`config.mk`:
```
export PLATFORM = sky130hd
export DESIGN_NAME = pdt_timer
export DESIGN_NICKNAME = d
export VERILOG_FILES = /design/src/rtl/pdt_pkg.sv /design/src/rtl/pdt_tick_src.sv /design/src/rtl/pdt_core.sv /design/src/rtl/pdt_capture.sv /design/src/rtl/pdt_timer.sv
export SDC_FILE = /design/constraint.sdc
export NUM_CORES = 1
export LEC_CHECK = 0
export BUFFER_PORTS_ARGS = -buffer_cell sky130_fd_sc_hd__buf_2
export CAP_MARGIN = 20
export CORE_ASPECT_RATIO = 0.9
export CORE_MARGIN = 2
export CORE_UTILIZATION = 35
export DETAILED_ROUTE_END_ITERATION = 8
export SKIP_CTS_REPAIR_TIMING = 1
export SYNTH_ARGS = -nofsm -noshare
export SYNTH_HDL_FRONTEND = slang
export SYNTH_HIERARCHICAL = 1
export SYNTH_SLANG_ARGS = --single-unit
```
`constraint.sdc`:
```
create_clock -name clk -period 2.3 [get_ports clk]
set_input_delay 0.115 -clock clk [delete_from_list [all_inputs] [get_ports clk]]
set_output_delay 0.115 -clock clk [all_outputs]
set_load 0.1 [all_outputs]
```
`src/rtl/pdt_pkg.sv`:
```
package pdt_pkg;
    // Counting state of the timer
    typedef enum logic [0:0] {
        ST_HALT = 1'b0,
        ST_RUN  = 1'b1
    } tmr_state_e;

    // Register select values on the bus
    localparam logic SEL_DATA = 1'b0;
    localparam logic SEL_CTRL = 1'b1;
endpackage

```
`src/rtl/pdt_tick_src.sv`:
```
module pdt_tick_src #(
    parameter int SYNC_STAGES = 2
) (
    input  logic clk,
    input  logic rst_n,
    input  logic int_tick,
    input  logic ext_pin,
    input  logic use_ext,
    output logic tick
);
    logic [SYNC_STAGES-1:0] sync_q;
    logic                   edge_prev;
    logic                   ext_rise;

    generate
        for (genvar i = 0; i < SYNC_STAGES; i++) begin : g_sync
            if (i == 0) begin : g_first
                always_ff @(posedge clk or negedge rst_n) begin
                    if (!rst_n) sync_q[0] <= 1'b0;
                    else        sync_q[0] <= ext_pin;
                end
            end else begin : g_next
                always_ff @(posedge clk or negedge rst_n) begin
                    if (!rst_n) sync_q[i] <= 1'b0;
                    else        sync_q[i] <= sync_q[i-1];
                end
            end
        end
    endgenerate

    always_ff @(posedge clk or negedge rst_n) begin
        if (!rst_n) edge_prev <= 1'b0;
        else        edge_prev <= sync_q[SYNC_STAGES-1];
    end

    assign ext_rise = sync_q[SYNC_STAGES-1] & ~edge_prev;
    assign tick     = use_ext ? ext_rise : int_tick;

    // an edge detector cannot fire on two cycles in a row
    a_r7_ext_gap: assert property (@(posedge clk) disable iff (!rst_n)
        ext_rise |=> !ext_rise);
endmodule

```
`src/rtl/pdt_core.sv`:
```
module pdt_core
    import pdt_pkg::*;
#(
    parameter int CNT_W = 8,
    parameter int PSC_W = 5
) (
    input  logic             clk,
    input  logic             rst_n,
    input  logic             wr_data,
    input  logic             wr_ctrl,
    input  logic [CNT_W-1:0] wdata,
    input  logic             tick,
    output logic [CNT_W-1:0] cnt,
    output logic             use_ext,
    output logic             irq
);
    localparam int RUN_BIT = CNT_W - 1;
    localparam int SRC_BIT = CNT_W - 2;

    tmr_state_e       state_q, state_d;
    logic [CNT_W-1:0] cnt_q, cnt_d, cnt_rld;
    logic [PSC_W-1:0] psc_q, psc_d, psc_rld;
    logic             irq_q, irq_d;
    logic             src_q;
    logic             go_wr, stop_wr, step;
    logic             ctrl_unused;

    assign go_wr       = wr_ctrl &  wdata[RUN_BIT];
    assign stop_wr     = wr_ctrl & ~wdata[RUN_BIT];
    assign ctrl_unused = ^wdata[SRC_BIT-1:PSC_W];
    assign step        = (state_q == ST_RUN) & tick & ~wr_ctrl;

    // Next-state: T_START / T_RESTART / T_STOP / T_KEEP
    always_comb begin
        state_d = state_q;
        unique case (state_q)
            ST_HALT: if (go_wr)   state_d = ST_RUN;
            ST_RUN:  if (stop_wr) state_d = ST_HALT;
            default:              state_d = ST_HALT;
        endcase
    end

    // Counter and request outputs
    always_comb begin
        cnt_d = cnt_q;
        psc_d = psc_q;
        irq_d = 1'b0;
        if (go_wr) begin
            cnt_d = cnt_rld;
            psc_d = wdata[PSC_W-1:0];
        end else if (step) begin
            if (psc_q == '0) begin
                psc_d = psc_rld;
                if (cnt_q == '0) begin
                    cnt_d = cnt_rld;
                    irq_d = 1'b1;
                end else begin
                    cnt_d = cnt_q - 1'b1;
                end
            end else begin
                psc_d = psc_q - 1'b1;
            end
        end
    end

    always_ff @(posedge clk or negedge rst_n) begin
        if (!rst_n) state_q <= ST_HALT;
        else        state_q <= state_d;
    end

    always_ff @(posedge clk or negedge rst_n) begin
        if (!rst_n) begin
            cnt_q <= '1;
            psc_q <= '1;
            irq_q <= 1'b0;
        end else begin
            cnt_q <= cnt_d;
            psc_q <= psc_d;
            irq_q <= irq_d;
        end
    end

    always_ff @(posedge clk or negedge rst_n) begin
        if (!rst_n) begin
            cnt_rld <= '1;
            psc_rld <= '1;
            src_q   <= 1'b0;
        end else begin
            if (wr_data) cnt_rld <= wdata;
            if (wr_ctrl) begin
                psc_rld <= wdata[PSC_W-1:0];
                src_q   <= wdata[SRC_BIT];
            end
        end
    end

    assign cnt     = cnt_q;
    assign irq     = irq_q;
    assign use_ext = src_q;

    // a run write loads both counters
    a_r3_load: assert property (@(posedge clk) disable iff (!rst_n)
        go_wr |=> (cnt_q == $past(cnt_rld)) && (psc_q == $past(wdata[PSC_W-1:0])));
    // halted and not started means nothing moves
    a_r4_hold: assert property (@(posedge clk) disable iff (!rst_n)
        (state_q == ST_HALT && !go_wr) |=> $stable(cnt_q) && $stable(psc_q));
    // a tick with the prescaler above zero only moves the prescaler
    a_r5_presc_only: assert property (@(posedge clk) disable iff (!rst_n)
        (step && psc_q != '0) |=> (cnt_q == $past(cnt_q)) && (psc_q == $past(psc_q) - 1'b1));
    // a request comes only from an underflow and leaves the count reloaded
    a_r6_irq_cause: assert property (@(posedge clk) disable iff (!rst_n)
        irq_q |-> $past(step && psc_q == '0 && cnt_q == '0));
    a_r6_irq_reload: assert property (@(posedge clk) disable iff (!rst_n)
        irq_q |-> cnt_q == $past(cnt_rld));
    // a control write suppresses the tick of the same cycle
    a_r9_write_wins: assert property (@(posedge clk) disable iff (!rst_n)
        wr_ctrl |=> !irq_q);
endmodule

```
`src/rtl/pdt_capture.sv`:
```
module pdt_capture #(
    parameter int CNT_W = 8
) (
    input  logic             clk,
    input  logic             rst_n,
    input  logic             cap_in,
    input  logic [CNT_W-1:0] cnt,
    output logic [CNT_W-1:0] cap_val
);
    logic             cap_prev;
    logic             cap_rise;
    logic [CNT_W-1:0] cap_q;

    assign cap_rise = cap_in & ~cap_prev;

    always_ff @(posedge clk or negedge rst_n) begin
        if (!rst_n) begin
            cap_prev <= 1'b0;
            cap_q    <= '1;
        end else begin
            cap_prev <= cap_in;
            if (cap_rise) cap_q <= cnt;
        end
    end

    assign cap_val = cap_q;

    // a capture edge takes the live count, otherwise the latch holds
    a_r8_take: assert property (@(posedge clk) disable iff (!rst_n)
        cap_rise |=> cap_q == $past(cnt));
    a_r8_hold: assert property (@(posedge clk) disable iff (!rst_n)
        !cap_rise |=> $stable(cap_q));
endmodule

```
`src/rtl/pdt_timer.sv`:
```
module pdt_timer
    import pdt_pkg::*;
#(
    parameter int CNT_W       = 8,
    parameter int PSC_W       = 5,
    parameter int SYNC_STAGES = 2
) (
    input  logic             clk,
    input  logic             rst_n,
    input  logic             bus_wr,
    input  logic             bus_sel,
    input  logic [CNT_W-1:0] bus_wdata,
    output logic [CNT_W-1:0] bus_rdata,
    input  logic             int_tick,
    input  logic             ext_clk,
    input  logic             cap_in,
    output logic             irq_pulse
);
    logic             wr_data, wr_ctrl;
    logic             tick, use_ext;
    logic [CNT_W-1:0] cnt, cap_val;

    assign wr_data = bus_wr & (bus_sel == SEL_DATA);
    assign wr_ctrl = bus_wr & (bus_sel == SEL_CTRL);

    pdt_tick_src #(.SYNC_STAGES(SYNC_STAGES)) u_src (
        .clk      (clk),
        .rst_n    (rst_n),
        .int_tick (int_tick),
        .ext_pin  (ext_clk),
        .use_ext  (use_ext),
        .tick     (tick)
    );

    pdt_core #(.CNT_W(CNT_W), .PSC_W(PSC_W)) u_core (
        .clk     (clk),
        .rst_n   (rst_n),
        .wr_data (wr_data),
        .wr_ctrl (wr_ctrl),
        .wdata   (bus_wdata),
        .tick    (tick),
        .cnt     (cnt),
        .use_ext (use_ext),
        .irq     (irq_pulse)
    );

    pdt_capture #(.CNT_W(CNT_W)) u_cap (
        .clk     (clk),
        .rst_n   (rst_n),
        .cap_in  (cap_in),
        .cnt     (cnt),
        .cap_val (cap_val)
    );

    assign bus_rdata = (bus_sel == SEL_CTRL) ? cap_val : cnt;

    // no request while reset has just released the block
    a_r1_quiet_after_reset: assert property (@(posedge clk) disable iff (!rst_n)
        $rose(rst_n) |-> !irq_pulse);
endmodule

```
==> flow_metrics.env <==
export IMPL_hold_path_class="in -> async"
export IMPL_io_buffers=23
export IMPL_worstReg2RegStart="u_core/psc_q[0]"
export IMPL_cts_tree="done"
export IMPL_seq_area_frac_synth_pct=50.6
export IMPL_critical_path_class="reg -> reg"
export IMPL_finalInstanceArea_um2=2440
export IMPL_layout_commonest_cell="dfstp_2"
export IMPL_status="finished with violations"
export IMPL_io_pins=24
export IMPL_area_growth_pct=15.4
export IMPL_firstDrtPassIters=4
export IMPL_ys_top_cells_by_area="dfstp_2 (42%), mux2_4 (11%), dfrtp_1 (8.3%)"
export IMPL_slowest_delay_ps=640
export IMPL_clkTransAtPathRegs_ps=80
export IMPL_routed_wl_mm=4.27
export IMPL_dp_slack_ps=169
export IMPL_setup_viol=0
export IMPL_path_max_fanout=9
export IMPL_drtIter0Drc=111
export IMPL_place_congestion=0.812
export IMPL_synth_top_area_share_pct=42.3
export IMPL_switching_power_mw=1.16
export IMPL_postPlaceCellArea_um2=2300
export IMPL_crit_cells=6
export IMPL_crit_arrival_ps=2200
export IMPL_clock_sinks=41
export IMPL_violations="hold timing"
export IMPL_ant_nets=0
export IMPL_synth_cell_type_count=42
export IMPL_worst_pin_slew_ps=913
export IMPL_period_needed_ps=1990
export IMPL_grt_start_max_net_pins=42
export IMPL_initial_utilization_pct=36.7
export IMPL_rsz0062_at_grt="false"
export IMPL_hold_viol_final=7
export IMPL_slew_violations=0
export IMPL_fin_ws_ps=309
export IMPL_wl_per_cell_um=15.7
export IMPL_clock_path_buffers=2
export IMPL_clkPwrFrac_pct=20.3
export IMPL_fin_tns_setup_ps=0
export IMPL_insertedDiodeCount=0
export IMPL_avgSynthCellArea_um2=12.3
export IMPL_p_total_mw=2.95
export IMPL_final_cell_mix="dfstp_2 (34), buf_2 (23), mux2_4 (16)"
export IMPL_ir_drop_mv=0.504
export IMPL_cp_required_ps=2510
export IMPL_cts_root_buffer="clkbuf_8"
export IMPL_critical_path_buf_inv_count=1
export IMPL_end_kind="flop"
export IMPL_min_period_over_period_pct=86.5
export IMPL_p_comb_share_pct=38.7
export IMPL_ff2ff_path_depth=6
export IMPL_synth_top_area_cell="dfstp_2"
export IMPL_nFillCells=560
export IMPL_core_area_um2=5760
export IMPL_timing_fmax_mhz=502
export IMPL_grt_antenna_before_repair=0
export IMPL_layout_cells_non_filler=272
export IMPL_remaining_drc_errors=0
export IMPL_track_usage_pct=14.0
export IMPL_via_count=1419
export IMPL_syn_inst=172
export IMPL_dp_cells=262
export IMPL_yosys_warnings=6
export IMPL_crit_chain="inv_1 > ha_1 > or4b_1 > o21ai_4 > nor2_1 > a221oi_2"
export IMPL_ff_latch_area_um2=1070
export IMPL_maxCapViolCount=0
export IMPL_dp_hpwl_mm=2.95
export IMPL_cp_start_kind="flop"
export IMPL_num_nets_final=219
export IMPL_grt_pass1_vias=1372
export IMPL_switching_share_pct=39.5
export IMPL_syn_area_um2=2110
export IMPL_rows=26
export IMPL_slew_headroom_pct=39.1
export IMPL_cp_slowest_cell="or4b_1"
export IMPL_seq_power_share_pct=41.0
export IMPL_multi_input_area_um2=971
export IMPL_cts_buffers_inserted=5
export IMPL_utilization_pct=42.4
export IMPL_htree_levels=2
export IMPL_grt_pass1_wl_mm=7.21
export IMPL_drive_above_1_share_pct=52.5
export IMPL_overflow=0
export IMPL_critPathLaunch="u_core/psc_q[0]"
export IMPL_p_int_mw=1.78
export IMPL_clkLatencyLatePin_ps=290
export IMPL_hold_slack_ps=-48.0
export IMPL_pwr_density_cell_nw_per_um2=1210
export IMPL_dieArea_um2=6680
export IMPL_crit_family="simple AND/OR/NAND/NOR gates"
export IMPL_fp_dieH_um=77.7
export IMPL_vias_per_cell=5.22
export IMPL_skew_ps=9.44
export IMPL_die_w_um=85.9
export IMPL_power_leakage_nw=1.02
export IMPL_ys_ff_latch=41
export IMPL_syn_nets=190
==> synthesized netlist by cell type, drive strengths merged <==
master and count:
a211oi 1, a21o 1, a21oi 11, a221o 3, a221oi 3, a22oi 3, a31oi 2, a32oi 2
and2 2, and2b 1, and3b 1, buf 4, clkbuf 2, dfrtp 7, dfstp 34, ha 3
inv 10, mux2 30, nand2 5, nand3 3, nand3b 2, nand4 2, nor2 10, nor2b 3
nor3 4, nor4 1, nor4b 2, o2111ai 1, o211ai 1, o21ai 15, o21bai 1, or4b 1
xnor2 1
==> registers in the layout (all words and copies together), names as in the netlist, named ones only <==
register         cells
u_cap/cap_val        8
u_core/cnt           8
u_core/cnt_rld       8
u_core/psc_q         5
u_core/psc_rld       5
u_src/sync_q         2
u_cap/cap_prev       1
u_core/irq           1
u_core/use_ext       1
u_src/edge_prev      1
==> area by class of cell <==
cell class / instances / area share (%)
flip-flops and latches: 41 / 43.8
clock inverters: 1 / 1.23
inverters: 10 / 1.54
multi-input cells: 115 / 39.8
clock buffers: 7 / 3.54
well taps: 70 / 3.59
repair buffers: 28 / 6.46
==> power groups by stage <==
stage	Clock, mW	Sequential (mW)	Combinational, mW
after global routing	0.659	1.25	1.23
after global placement	0	1.21	1.13
after detailed placement	0	1.22	1.13
after floorplan	0	1.16	0.978
after CTS	0.627	1.21	1.14
final	0.599	1.21	1.14
==> cells by family after synthesis <==
logic type	synth area share, %
adders and majority gates	1.78
muxes	18.8
DFF	50.6
xor gates and xnor gates	0.415
and+or+nand+nor	10.5
buffers and inverters	3.67
AOI/OAI and AO/OA	14.3
==> worst reg2reg max path, stage by stage, from the launching register on <==
cell and delay [ps]:
dfstp_2 390, inv_1 50, ha_1 210, or4b_1 640
o21ai_4 350, nor2_1 90, a221oi_2 180
==> final timing paths <==
path	endpoint	slack, ps
min in group clk	u_core/psc_q[2]	60
max reg2reg	u_core/cnt[6]	310
min	u_core/irq	-50
max in group asynchronous	u_cap/cap_prev	1780
max	u_core/cnt[6]	310
min reg2reg	u_src/sync_q[1]	360
==> per-layer routing <==
metal,track usage [%],up-vias,wire length (µm)
met2,20.1,24,1810
met4,5.71,0,53
met5,0,-,0
li1,-,694,-
met1,19.9,697,2260
met3,3.62,4,141
(Power assumes the default switching activity.)
